--- config.mk ---
export PLATFORM = sky130hd
export DESIGN_NAME = rx_bd_ring
export DESIGN_NICKNAME = d
export VERILOG_FILES = /design/src/rtl/rxr_pkg.sv /design/src/rtl/rxr_poll.sv /design/src/rtl/rxr_ptr.sv /design/src/rtl/rxr_fsm.sv /design/src/rtl/rx_bd_ring.sv
export SDC_FILE = /design/constraint.sdc
export NUM_CORES = 1
export LEC_CHECK = 0
export BUFFER_PORTS_ARGS = -buffer_cell sky130_fd_sc_hd__buf_2
export CAP_MARGIN = 20
export CORE_UTILIZATION = 45
export CTS_CLUSTER_DIAMETER = 80
export CTS_CLUSTER_SIZE = 12
export DETAILED_ROUTE_END_ITERATION = 8
export GPL_TIMING_DRIVEN = 0
export PLACE_DENSITY_LB_ADDON = 0.15
export RECOVER_POWER = 100
export SLEW_MARGIN = 20
export SYNTH_ARGS = -nofsm -noshare
export SYNTH_HDL_FRONTEND = slang
export SYNTH_SLANG_ARGS = --single-unit
export TNS_END_PERCENT = 100
--- constraint.sdc ---
create_clock -name clk -period 3.05 [get_ports clk]
set_clock_uncertainty 0.1 [all_clocks]
set_input_delay 0.305 -clock clk [delete_from_list [all_inputs] [get_ports clk]]
set_output_delay 0.305 -clock clk [all_outputs]
set_load 0.01 [all_outputs]
--- src/rtl/rxr_pkg.sv ---
package rxr_pkg;
  localparam int HW         = 16;
  localparam int WW         = 2 * HW;
  localparam int DESC_BYTES = 8;
  localparam logic [WW-1:0] ARM_VALUE = 32'h0100_0000;

  typedef enum logic [2:0] {
    ST_IDLE, ST_RD0, ST_WT0, ST_RD1, ST_WT1, ST_RECV, ST_WB, ST_NEXT
  } rxr_state_e;
endpackage

--- src/rtl/rxr_poll.sv ---
module rxr_poll
  import rxr_pkg::*;
(
  input  logic          clk,
  input  logic          rst,
  input  logic          wr,
  input  logic [WW-1:0] wdata,
  input  logic          stall,
  output logic          active
);
  always_ff @(posedge clk) begin
    if (rst)                            active <= 1'b0;
    else if (wr && wdata == ARM_VALUE)  active <= 1'b1;
    else if (stall)                     active <= 1'b0;
  end
endmodule

--- src/rtl/rxr_ptr.sv ---
module rxr_ptr
  import rxr_pkg::*;
#(
  parameter int AW = 32
)(
  input  logic          clk,
  input  logic          rst,
  input  logic          load,
  input  logic [AW-1:0] base,
  input  logic          adv,
  input  logic          wrap_sel,
  output logic [AW-1:0] cur
);
  always_ff @(posedge clk) begin
    if (rst)       cur <= '0;
    else if (load) cur <= base;
    else if (adv)  cur <= wrap_sel ? base : cur + AW'(DESC_BYTES);
  end
endmodule

--- src/rtl/rxr_fsm.sv ---
module rxr_fsm
  import rxr_pkg::*;
#(
  parameter int AW        = 32,
  parameter int BUF_BYTES = 1520,
  parameter int EMPTY_BIT = 15,
  parameter int WRAP_BIT  = 13,
  parameter int OVL_BIT   = 5,
  parameter int ERR_BITS  = 6
)(
  input  logic          clk,
  input  logic          rst,
  input  logic          en,
  input  logic          active,
  input  logic [AW-1:0] cur,
  input  logic [HW-1:0] max_len,
  input  logic          rx_valid,
  input  logic [7:0]    rx_data,
  input  logic          rx_last,
  output logic          rx_ready,
  output logic          stall,
  output logic          adv,
  output logic          wrap_sel,
  output logic          mem_en,
  output logic [3:0]    mem_we,
  output logic [AW-1:0] mem_addr,
  output logic [WW-1:0] mem_wdata,
  input  logic [WW-1:0] mem_rdata
);
  localparam logic [HW-1:0] CLR_MASK =
    (HW'(1) << EMPTY_BIT) | HW'((1 << ERR_BITS) - 1);
  localparam logic [HW-1:0] BUF_LIM = HW'(BUF_BYTES);

  rxr_state_e    st;
  logic [HW-1:0] stat_q, cnt;
  logic [AW-1:0] buf_q, byte_addr;
  logic [HW-1:0] wb_stat;
  logic          ovl;

  always_comb begin
    byte_addr = buf_q + AW'(cnt);
    ovl       = cnt > max_len;
    wb_stat   = (stat_q & ~CLR_MASK) | (HW'(ovl) << OVL_BIT);
    stall     = (st == ST_WT0) && !mem_rdata[HW+EMPTY_BIT];
    adv       = (st == ST_NEXT);
    wrap_sel  = stat_q[WRAP_BIT];
  end

  always_ff @(posedge clk) begin
    if (rst) begin
      st        <= ST_IDLE;
      mem_en    <= 1'b0;
      mem_we    <= '0;
      mem_addr  <= '0;
      mem_wdata <= '0;
      rx_ready  <= 1'b0;
      cnt       <= '0;
      buf_q     <= '0;
      stat_q    <= '0;
    end else begin
      mem_en <= 1'b0;
      mem_we <= '0;
      case (st)
        ST_IDLE: if (en && active) begin
          mem_en   <= 1'b1;
          mem_addr <= cur;
          st       <= ST_RD0;
        end
        ST_RD0: st <= ST_WT0;
        ST_WT0: begin
          if (!mem_rdata[HW+EMPTY_BIT]) begin
            st <= ST_IDLE;
          end else begin
            stat_q   <= mem_rdata[WW-1:HW];
            mem_en   <= 1'b1;
            mem_addr <= cur + AW'(4);
            st       <= ST_RD1;
          end
        end
        ST_RD1: st <= ST_WT1;
        ST_WT1: begin
          buf_q    <= mem_rdata[AW-1:0];
          cnt      <= '0;
          rx_ready <= 1'b1;
          st       <= ST_RECV;
        end
        ST_RECV: if (rx_valid && rx_ready) begin
          if (cnt < BUF_LIM) begin
            mem_en    <= 1'b1;
            mem_we    <= 4'b1000 >> byte_addr[1:0];
            mem_addr  <= byte_addr;
            mem_wdata <= {4{rx_data}};
          end
          cnt <= cnt + HW'(1);
          if (rx_last) begin
            rx_ready <= 1'b0;
            st       <= ST_WB;
          end
        end
        ST_WB: begin
          mem_en    <= 1'b1;
          mem_we    <= 4'hF;
          mem_addr  <= cur;
          mem_wdata <= {wb_stat, cnt};
          st        <= ST_NEXT;
        end
        ST_NEXT: st <= ST_IDLE;
        default: st <= ST_IDLE;
      endcase
    end
  end
endmodule

--- src/rtl/rx_bd_ring.sv ---
module rx_bd_ring
  import rxr_pkg::*;
#(
  parameter int AW        = 32,
  parameter int BUF_BYTES = 1520,
  parameter int EMPTY_BIT = 15,
  parameter int WRAP_BIT  = 13,
  parameter int OVL_BIT   = 5,
  parameter int ERR_BITS  = 6
)(
  input  logic          clk,
  input  logic          rst,
  input  logic          rx_en,
  input  logic [AW-1:0] ring_base,
  input  logic [15:0]   max_len,
  input  logic          poll_wr,
  input  logic [31:0]   poll_wdata,
  input  logic          rx_valid,
  input  logic [7:0]    rx_data,
  input  logic          rx_last,
  output logic          rx_ready,
  output logic          mem_en,
  output logic [3:0]    mem_we,
  output logic [AW-1:0] mem_addr,
  output logic [31:0]   mem_wdata,
  input  logic [31:0]   mem_rdata
);
  logic          active, stall, adv, wrap_sel;
  logic [AW-1:0] cur;

  rxr_poll u_poll (
    .clk(clk), .rst(rst), .wr(poll_wr), .wdata(poll_wdata),
    .stall(stall), .active(active)
  );

  rxr_ptr #(.AW(AW)) u_ptr (
    .clk(clk), .rst(rst), .load(!rx_en), .base(ring_base),
    .adv(adv), .wrap_sel(wrap_sel), .cur(cur)
  );

  rxr_fsm #(
    .AW(AW), .BUF_BYTES(BUF_BYTES), .EMPTY_BIT(EMPTY_BIT),
    .WRAP_BIT(WRAP_BIT), .OVL_BIT(OVL_BIT), .ERR_BITS(ERR_BITS)
  ) u_fsm (
    .clk(clk), .rst(rst), .en(rx_en), .active(active), .cur(cur),
    .max_len(max_len), .rx_valid(rx_valid), .rx_data(rx_data),
    .rx_last(rx_last), .rx_ready(rx_ready), .stall(stall), .adv(adv),
    .wrap_sel(wrap_sel), .mem_en(mem_en), .mem_we(mem_we),
    .mem_addr(mem_addr), .mem_wdata(mem_wdata), .mem_rdata(mem_rdata)
  );
endmodule

* Word-level counts from Yosys, hierarchy flattened
Index checks and enable logic that the tools add are counted.
Word-level totals: register bits 169, output and inout port bits 70, logic and storage cells 80
Cells by class: add/sub/neg operators 4, $lt $le $gt $ge 2, eq/ne operators 14, shift operators 1, multiplexer cells 31, bitwise operators 1, reduce and logical (&&, ||, !) cells 16
Operators by type and width (number):
- 32-bit 2-to-1 mux | 9
- 32-bit case mux with 4 select lines | 1
- 32-bit case mux with 2 select lines | 1
- 32-bit by 16-bit adder with 32-bit output | 1
- 32-bit by 3-bit adder with 32-bit output, second input constant | 1
- 32-bit by 4-bit adder with 32-bit output, second input constant | 1
- 32-bit by 25-bit == test with 1-bit output, second input constant | 1
- 16-bit case mux with 2 select lines | 1
- 3-bit case mux with 8 select lines | 1
- 16-bit by 1-bit adder with 16-bit output, second input constant | 1
- 16-bit greater-than comparator | 1
- 16-bit by 11-bit < comparator with 1-bit output, second input constant | 1
- 16-bit 2-to-1 mux | 1
- 15-bit by 6-bit OR with 15-bit output | 1
- 3-bit == test, second input constant | 4
- 3-bit 2-to-1 mux | 3
- 3-bit AND reduction | 3
- 1-bit 2-to-1 mux | 8
- 4-bit 2-to-1 mux | 2
- 2-bit by 1-bit inequality test with 1-bit output, second input constant | 4
- 4-bit case mux with 2 select lines | 1
- 3-bit by 2-bit == test with 1-bit output, second input constant | 2
- 2-bit nonzero test | 3
- 5-bit AND reduction | 1
- other kinds (11) | 16

* Longest topological paths before layout
depth after elaboration 5, gate-level depth with buffers 10, gate-level depth less buffers 10

* Hierarchy
From an unflattened synthesis, not the netlist that was laid out.
Unflattened totals: cells, all modules 1284, area, all modules 9733.1 sq um
By module, submodules not included:
- rxr_fsm | instances 1, cells an instance 998, area an instance 7538.5 sq um, seq. area each 2602.5 sq um
- rxr_ptr | instances 1, cells an instance 270, area an instance 2083.2 sq um, seq. area each 640.6 sq um
- rxr_poll | instances 1, cells an instance 15, area an instance 107.6 sq um, seq. area each 20.0 sq um
- rx_bd_ring | instances 1, cells an instance 1, area an instance 3.8 sq um, seq. area each 0.0 sq um

* Worst setup path after synthesis
OpenSTA, ideal clock, no wires.
path type register -> register, from reg u_fsm.cnt[0], to reg u_fsm.mem_addr[26], setup time 0.079 ns, data arrival time 2.327 ns, required time 2.871 ns, setup slack 0.544 ns, stages on the path, launching flop included 11, buffers on the path 0, path through dfxtp_1 > ha_1 > inv_1 > fa_1 > nor2b_1 > o31ai_1 > a21oi_1 > o31a_1 > a21oi_1 > or3_1 > o211ai_1
On the way: longest elaborated chain between the ends 4, elaborated cells on any way between the ends 7, classes of those cells 1 x add/sub; 1 x order compare; 1 x eq/ne; 3 x mux; 1 x reduce/logical
Ends and longest elaborated chain:
- from (decl) | RTL line rxr_fsm.sv:35 | logic [HW-1:0] stat_q, cnt;
- from (signal assigned) | RTL line rxr_fsm.sv:94 | cnt <= cnt + HW'(1);
- 32-bit by 16-bit adder with 32-bit output | RTL line rxr_fsm.sv:41 | byte_addr = buf_q + AW'(cnt);
- 32-bit 2-to-1 mux | RTL line rxr_fsm.sv:88 | if (cnt < BUF_LIM) begin
- 32-bit 2-to-1 mux | RTL line rxr_fsm.sv:87 | ST_RECV: if (rx_valid && rx_ready) begin
- 32-bit case mux with 4 select lines | RTL line rxr_fsm.sv:63 | case (st)
- to (signal assigned) | RTL line rxr_fsm.sv:66 | mem_addr <= cur;
- to (signal assigned) | RTL line rxr_fsm.sv:76 | mem_addr <= cur + AW'(4);
- to (signal assigned) | RTL line rxr_fsm.sv:91 | mem_addr <= byte_addr;
- to (decl) | RTL line rxr_fsm.sv:26 | output logic [AW-1:0] mem_addr,
Several ways; a longest one is shown, not always the timed one. The select of a mux whose other input is x is not followed. A chain may end at the register's enable or synchronous reset.

* Final worst setup path
from reg u_fsm.cnt[15], to reg u_fsm.mem_addr[20]
The elaborated chain is that of the path after synthesis.

==> flow_summary.toml <==
[layout]
syn_to_final_growth_pct = 20.92
fillerInstances = 2023
layout.nets = 1633
num_antenna_cells = 0
layoutNonFillerInstCount = 1754
stdcell_area_um2 = 11350
fin_util_pct = 55.74
layout-drive-gt1-share_pct = 13.27

[power_and_ir_drop]
power_frac_clock_pct = 46.8
p_leak_nw = 4.343
combPwrFrac_pct = 7.2
p_total_mw = 4.743
p_seq_share_pct = 46.0
power.density_nw_per_um2 = 417.8
p_int_mw = 3.405
ir_worst_vdd_uv = 394.1
switching_power_mw = 1.339
switching_share_pct = 28.22

[timing]
fin_crit_sh_pct = 97.00
worst_pin_slew_ns = 0.8401
hold_viol = 0
slew-limit-headroom_pct = 43.99
rsz0062_at_grt = "no"
fmax_ghz = 0.3380
finalSetupViolCount = 0
finalMaxSlewViolations = 0
finalCriticalPeriod_ns = 2.958
hold-worst-slack_ns = 0.0002935

[logic_synthesis]
yosys-top-cells-count = "nand2_1, dfxtp_1, a21oi_1, nor2_1, o21ai_0"
syn_area_um2 = 9388
synth_top_area_share_pct = 34.76
synth.avg_cell_area_um2 = 7.522
synth.most_common_cell = "nand2_1"
async_flop_share_pct = 0
yosysTopAreaCell = "dfxtp_1"
synth_enable_flop_cells = 0
ys_ff_latch = 163
synthFlopType = "dfxtp_1"
ys_types = 76
yosysWarnings = 0
synth_area_leaders = "dfxtp_1, nand2_1, a21oi_1, o21ai_0, ha_1"
ys_seq_area_share_pct = 34.76
syn-num-nets = 1410
postSynthCellCount = 1248

[floorplan]
die_area_um2 = 21440
ioPinCount = 196
die_x_um = 146.4
core_um2 = 20360
initial_core_util_pct = 46.10
die_y_um = 146.4
std_cell_rows = 52

[worst_setup_path]
end_kind = "register"
cp.arrival_ns = 3.19
crit_fanout = 10
path_class = "reg2reg"
critPathLaunchType = "register"
critPathRequiredTime_ns = 3.29

[outcome]
status = "complete, no violations"

[place]
gp_congestion = 0.9449
placed_cell_area_um2 = 10710
place_inst = 1713
port_buffers = 195
dp_hpwl_um = 25370

[route]
drt_pass1_iterations = 6
drt_wl_total_um = 33340
vias = 10260
drt_iter0_markers = 792
ant_nets = 0
drc = 0
routedWlPerCell_um = 19.01
via_per_inst = 5.852

[flow_run]
maxCapViolCount = 0

[clock_network]
clockRootBuffer = "clkbuf_16"
insertion_delay_ns = 0.45
clk_pin_slew_ns = 0.08
htreeDepth = 4
cts_buffers = 17
cts_tree = "yes"
cts_sinks = 163
cts_buffer_depth = 2

[global_routing]
track_usage_pct = 31.04
grt_pass1_wl_um = 51710
antenna_found_initial = 0
grt_pass1_vias = 9520
globalRouteOverflowTotal = 0
grt_start_max_net_pins = 20

[hold_path]
hold_class = "in2reg"
critical path: stages (launching register included):
cell,delay [ns]
dfxtp_1,0.39
or4_1,0.53
or3_4,0.34
a31oi_2,0.35
o21a_4,0.23
clkbuf_4,0.22
buf_4,0.24
o311ai_0,0.25
o2bb2ai_1,0.19
power groups by stage:
stage               registers, mW  clock network, mW  logic, mW
floorplan                    2.22                  0      0.171
global placement             2.23                  0      0.326
detailed placement           2.23                  0      0.331
CTS                          2.18               2.24      0.339
global route                 2.18               2.33      0.376
finish                       2.18               2.22      0.343
cell type report:
| type | instances | area [um2] | share of cell area (%) |
|---|---|---|---|
| Multi-Input combinational cell | 970 | 5684 | 50.07 |
| Sequential cell | 163 | 3267 | 28.78 |
| Timing Repair Buffer | 204 | 972.2 | 8.564 |
| Clock buffer | 17 | 425.4 | 3.747 |
| Buffer | 85 | 365.4 | 3.218 |
| Tap cell | 270 | 337.8 | 2.976 |
| Clock inverter | 15 | 187.7 | 1.653 |
| Inverter | 30 | 112.6 | 0.9920 |
flip-flops by register name, summed over array words and instances (netlist names):
signal	flops
u_fsm.buf_q	32
u_fsm.mem_addr	32
u_fsm.mem_wdata	32
u_ptr.cur	32
u_fsm.cnt	16
u_fsm.stat_q	9
u_fsm.mem_we	4
u_fsm.st	3
u_fsm.mem_en	1
u_fsm.rx_ready	1
u_poll.active	1
metal layers:
layer  share of wire [%]  wire, um  track usage (%)  up-vias
met5                   0         0                0        -
met4                 3.4      1146            13.54        0
met3                 6.7      2219            4.875       85
met2                  47     15620            51.33      432
met1                  43     14360            39.98     4765
li1                    -         -                -     4982
logic make-up after synthesis:
logic type | Yosys count | share of synthesized area [%]
simple gates | 507 | 25.15
mux | 5 | 0.5465
compound gates | 393 | 26.79
flops | 163 | 34.76
fa+ha+maj | 36 | 4.878
xor+xnor | 29 | 2.706
buf+inv | 115 | 5.171
worst paths after layout:
path,startpoint,end,slack (ns),cells after the start
worst max-delay path,u_fsm.cnt[15],u_fsm.mem_addr[20],0.09,8
worst max register to register,u_fsm.cnt[15],u_fsm.mem_addr[20],0.09,8
worst min register to register,u_poll.active,u_poll.active,0.34,2
worst min-delay path,mem_rdata[5],u_fsm.buf_q[5],0.0003,3
stage by stage:
step                      setup TNS (ns)  worst slack [ns]
after detailed placement        -0.07028          -0.03620
after global routing                   0          0.007190
after global placement           -0.7953           -0.1839
after CTS                              0           0.02195
final                                  0           0.09154
after floorplan                        0            0.5444
placed cells by master (no fill, tap or decap), types with 17 or more instances in the layout:
cell type and n:
o21ai_0 88, o211ai_1 22, a21oi_1 129, a31oi_1 33, nand3_1 44, inv_1 30
dfxtp_1 160, nor2_1 91, xor2_1 22, nand4_1 29, nor3_1 21, ha_1 35
and3_1 18, nand2_1 225, buf_2 127, clkbuf_1 139, clkbuf_16 17
repair_timing:
action                                  CTS  global route
setup buffers                             0             2
pin swaps                                 0             1
resized for setup                         2            11
endpoints found under the hold margin     7             0
gates cloned                              0             0
hold buffers                              7             0
endpoints found under the setup margin    2            18
Note: power is estimated with default switching activity, not from simulation.
